## config.mk

```make
export PLATFORM = sky130hd
export DESIGN_NAME = burst_splitter
export DESIGN_NICKNAME = d
export VERILOG_FILES = /design/src/rtl/burst_splitter.sv
export SDC_FILE = /design/constraint.sdc
export NUM_CORES = 1
export LEC_CHECK = 0
export ABC_AREA = 1
export BUFFER_PORTS_ARGS = -buffer_cell sky130_fd_sc_hd__buf_2
export CAP_MARGIN = 30
export CORE_MARGIN = 8
export CORE_UTILIZATION = 35
export DETAILED_ROUTE_END_ITERATION = 10
export GPL_TIMING_DRIVEN = 0
export PLACE_DENSITY_LB_ADDON = 0.1
export SETUP_SLACK_MARGIN = 0.05
export SKIP_LAST_GASP = 1
export SYNTH_ARGS = -nofsm -noshare
export SYNTH_HDL_FRONTEND = slang
export SYNTH_SLANG_ARGS = --single-unit
```

## constraint.sdc

```tcl
create_clock -name clk -period 2.6 [get_ports clk]
set_input_delay 0.26 -clock clk [delete_from_list [all_inputs] [get_ports clk]]
set_output_delay 0.26 -clock clk [all_outputs]
set_load 0.05 [all_outputs]
```

## src/rtl/burst_splitter.sv

```systemverilog
module burst_splitter #(
  parameter int UNIT_AW   = 10,
  parameter int MAX_UNITS = 4
) (
  input  logic               clk,
  input  logic               rst_n,
  input  logic               allow_bl8,
  input  logic               req_valid,
  output logic               req_ready,
  input  logic               req_write,
  input  logic [UNIT_AW-1:0] req_unit,
  input  logic [1:0]         req_len,
  output logic               cmd_valid,
  input  logic               cmd_ready,
  output logic               cmd_write,
  output logic [UNIT_AW+1:0] cmd_col,
  output logic               cmd_long,
  output logic               done
);
  localparam int CNT_W = $clog2(MAX_UNITS + 1);

  logic               busy;
  logic               mode8;
  logic               wr;
  logic [UNIT_AW-1:0] cur;
  logic [CNT_W-1:0]   left;
  logic [1:0]         step;
  logic               fire;
  logic               last;

  assign cmd_long  = mode8 && !cur[0] && (left >= CNT_W'(2));
  assign step      = cmd_long ? 2'd2 : 2'd1;
  assign fire      = busy && cmd_ready;
  assign last      = (left == CNT_W'(step));
  assign cmd_valid = busy;
  assign req_ready = !busy;
  assign cmd_write = wr;
  assign cmd_col   = {cur, 2'b00};
  assign done      = fire && last;

  always_ff @(posedge clk) begin
    if (!rst_n) begin
      busy  <= 1'b0;
      mode8 <= 1'b0;
      wr    <= 1'b0;
      cur   <= '0;
      left  <= '0;
    end else if (!busy) begin
      if (req_valid) begin
        busy  <= 1'b1;
        mode8 <= allow_bl8;
        wr    <= req_write;
        cur   <= req_unit;
        left  <= CNT_W'(req_len) + CNT_W'(1);
      end
    end else if (fire) begin
      cur  <= cur + UNIT_AW'(step);
      left <= left - CNT_W'(step);
      if (last) busy <= 1'b0;
    end
  end
endmodule


```

# == Word level (Yosys, flattened, before mapping) ==
# Index checks and enable logic that the tools add are counted.
# word_totals
regBits,16
in_bits,18
out_inout_bits,17
wordCells,32
# op_classes
add_sub_neg,3
n_lt_le_gt_ge,1
eq_ne,2
mux,11
n_bitwise,1
n_reduce_logical,9
# op_table
cell,n
two-way mux 10 bit,3
adder 10 x 2 -> 10 bit,1
two-way mux 3 bit,3
logical AND 1 bit,4
two-way mux 1 bit,4
AND reduction 2 bit,2
"adder 2 x 1 -> 3 bit, second input constant",1
== test 3 x 2 -> 1 bit,1
"greater-or-equal comparator 3 x 2 -> 1 bit, second input constant",1
subtractor 3 x 2 -> 3 bit,1
logical NOT 1 bit,2
two-way mux 2 bit,1
"!= test 2 x 1 -> 1 bit, second input constant",1
nonzero test 2 bit,1
inverter 1 bit,1

# == Logic depth before layout (Yosys ltp) ==
# depth
word_depth,8
ltp_mapped,12

# == Worst setup path after synthesis ==
# No wires, ideal clock.
# synth_timing
path_type,register -> output
start,register cur[0]
end,output port done
t_arrival_ps,3262
required_time_ps,2340
path_slack_ps,-922
stages_incl_launch_ff,6
cell_sequence,dfxtp_1 > nor3_1 > inv_1 > ha_1 > nand3_1 > nor2_1
# synth_between
elab_chain_cells,6
# synth_lines
element,line,rtl
from (decl),25,logic [UNIT_AW-1:0] cur;
from (signal assigned),53,cur <= req_unit;
from (signal assigned),57,cur <= cur + UNIT_AW'(step);
logical NOT 1 bit,31,assign cmd_long = mode8 && !cur[0] && (left >= CNT_W'(2));
logical AND 1 bit (2 in series),31,
named net cmd_long,17,"output logic cmd_long,"
two-way mux 2 bit,32,assign step = cmd_long ? 2'd2 : 2'd1;
== test 3 x 2 -> 1 bit,34,assign last = (left == CNT_W'(step));
logical AND 1 bit,39,assign done = fire && last;
to (decl),18,output logic done
# The timed path passes the listed nets, and every way through them passes these cells.

# == Worst setup path after layout ==
# layout_timing
start,register left[2]
end,output port done
# layout_between
elab_chain_cells,5
# layout_lines
element,line,rtl
from (decl),26,logic [CNT_W-1:0] left;
from (signal assigned),54,left <= CNT_W'(req_len) + CNT_W'(1);
from (signal assigned),58,left <= left - CNT_W'(step);
greater-or-equal comparator 3 x 2 -> 1 bit,31,
logical AND 1 bit,31,
two-way mux 2 bit,32,
== test 3 x 2 -> 1 bit *,34,
logical AND 1 bit *,39,
# Mark *: on every way between the ends. The rest lies on a longest branch, timed or not.

==> metrics.yaml <==
fmax_mhz: 458
num_antenna_cells: 0
grt_pass1_vias: 1065
powerDensity_nw_per_um2: 511
cts_resized: 0
slew_violations: 0
cp-start-kind: "flop"
cp_slowest_cell: "dfxtp_1"
p_total_uw: 706
overflow: 0
nNetsFinal: 220
ys_ff_latch: 16
antenna_found_initial: 0
finalSetupTns_ns: 0
rows: 20
cts_root_buf: "clkbuf_4"
power_leakage_nw: 0.610
io_pins: 35
endpoint_kind: "primary output"
clockBufferDepth: 2
via_count: 1094
setup.worst_path.class: "reg2out"
drc: 0
die_height_um: 72.8
fin_crit_sh_pct: 83.9
ys_seq_area_share_pct: 28.3
dp_hpwl_mm: 2.33
coreArea_um2: 3050
critical-path-max-stage-delay_ns: 0.41
initial_core_util_pct: 37.0
dpl_cell_area_um2: 1360
mostFrequentLayoutCell: "buf_2"
avgSynthCellArea_um2: 7.11
timing.hold.ws_ns: 0.189
hold_buffers: 0
rsz0062_at_grt: "no"
syn_area_um2: 1130
syn_inst: 159
crit_chain: "nor2_1, nor3_4, inv_1, ha_1, nand3_1, nor2_2, buf_2"
layout-drive-gt1-share_pct: 30.9
fin_crit_ns: 2.18
area_growth_pct: 22.1
finClkSkew_ns: 0.00952
final_util_pct: 45.2
vias_per_cell: 4.60
gp_congestion: 0.820
clkSlewWorstSetupHoldPaths_ns: 0.10
grtUsageTotal_pct: 11.5
crit_buf_inv: 2
drt_iter0_drc: 34
routed_wl_mm: 2.97
grt_max_degree: 11
hold_class: "in2reg"
place_ws_ns: 0.594
die_w_um: 72.8
io_buffers: 31
fin_ws_ns: 0.418
critical_path_arrival_ns: 1.92
hold_viol: 0
worstPathMaxFanout: 4
final_cell_mix: "32 x buf_2, 28 x nand2_1, 22 x nor2_1, 16 x dfxtp_1, 14 x inv_1"
vdd_drop_max_mv: 0.196
synth.distinct_cells: 34
grt_pass1_wl_mm: 4.88
crit_required_ns: 2.34
path_delay_family: "simple AND/OR/NAND/NOR gates"
drv_cap: 0
status: "finished clean"
clk-insertion-delay-late_ns: 0.29
cts_buffers: 3
fin_cells: 238
setup_violations: 0
post_drt_wl_per_cell_um: 12.5
yosys_warnings: 0
finish.instance_area_um2: 1380
fill_cells: 331
cts_tree: "built"
h-tree-depth: 1
dieArea_um2: 5300
dp_cells: 235
post_cts.repair.setup_buffers: 0
drtAntennaViolNets: 0
clkSinkCount: 16
dr.pass1.iters: 2
-- worst reg2reg max path: stages (launching register included) --
cell	delay [ns]
dfxtp_1	0.41
nor2_1	0.09
nor3_4	0.23
inv_1	0.14
ha_1	0.23
fa_1	0.48
nor2_1	0.05
a211oi_2	0.22
a211oi_2	0.05
-- synthesized netlist by cell type --
| cell | count | area, um2 |
|---|---|---|
| nand2_1 | 28 | 105 |
| nor2_1 | 23 | 86.3 |
| dfxtp_1 | 16 | 320 |
| inv_1 | 14 | 52.6 |
| a21oi_1 | 10 | 50.1 |
| nand3_1 | 7 | 35.0 |
| o21ai_0 | 6 | 30.0 |
| o21ai_1 | 6 | 30.0 |
| ha_1 | 5 | 62.6 |
| buf_6 | 4 | 45.0 |
| o22ai_1 | 4 | 25.0 |
| a211oi_2 | 3 | 37.5 |
| inv_2 | 3 | 11.3 |
| nand2_2 | 3 | 18.8 |
| nor2_4 | 3 | 33.8 |
| nor3_1 | 3 | 15.0 |
| buf_4 | 2 | 15.0 |
| xnor2_1 | 2 | 17.5 |
| xor2_1 | 2 | 17.5 |
| a211oi_1 | 1 | 7.51 |
| a21oi_2 | 1 | 8.76 |
| a31oi_1 | 1 | 6.26 |
| buf_2 | 1 | 5.00 |
| clkbuf_1 | 1 | 3.75 |
| clkinv_1 | 1 | 3.75 |
| conb_1 | 1 | 3.75 |
| fa_1 | 1 | 20.0 |
| inv_4 | 1 | 6.26 |
| nand2_4 | 1 | 11.3 |
| nand3b_1 | 1 | 7.51 |
| nor2_2 | 1 | 6.26 |
| o211ai_1 | 1 | 7.51 |
| o21bai_1 | 1 | 7.51 |
| o32ai_2 | 1 | 16.3 |
-- power breakdown --
group | internal (mW) | switching (mW)
registers | 0.269 | 0.0281
clock network | 0.0538 | 0.0808
logic | 0.0902 | 0.184
total | 0.413 | 0.293
-- logic make-up after synthesis --
family / share of synthesized area (%)
AOI/OAI and AO/OA: 20.0
xor gates and xnor gates: 3.10
adders and majority gates: 7.31
buffers and inverters: 12.6
DFF: 28.4
other: 0.332
and+or+nand+nor: 28.2
-- final cells by class --
type / count / area, um2 / area share (%)
timing repair buffer: 31 / 155 / 11.2
buffer: 8 / 68.8 / 4.99
multi-input combinational: 117 / 684 / 49.6
clock buffer: 3 / 22.5 / 1.63
inverter: 19 / 73.8 / 5.35
tap: 44 / 55.1 / 3.99
sequential: 16 / 320 / 23.2
-- worst paths after layout --
check | start | end | slack [ns] | cells past startpoint
max reg2reg | left[2] | left[1] | 0.58 | 8
min | req_write | cmd_write | 0.19 | 3
min reg2reg | left[0] | left[0] | 0.50 | 2
max | left[2] | done | 0.42 | 7
-- flip-flops by register name, indices dropped and copies added, names as in the netlist --
register / flops
cmd_valid: 1
cmd_write: 1
cur: 10
left: 3
mode8: 1
-- metal layers --
| metal | routed length [um] | vias to the layer above | track usage (%) |
|---|---|---|---|
| li1 | - | 584 | - |
| met1 | 1330 | 490 | 13.2 |
| met2 | 1470 | 18 | 19.6 |
| met5 | 0 | - | 0 |
| met4 | 14 | 0 | 4.67 |
| met3 | 160 | 2 | 2.88 |
Power figures use the tool's default switching activity.
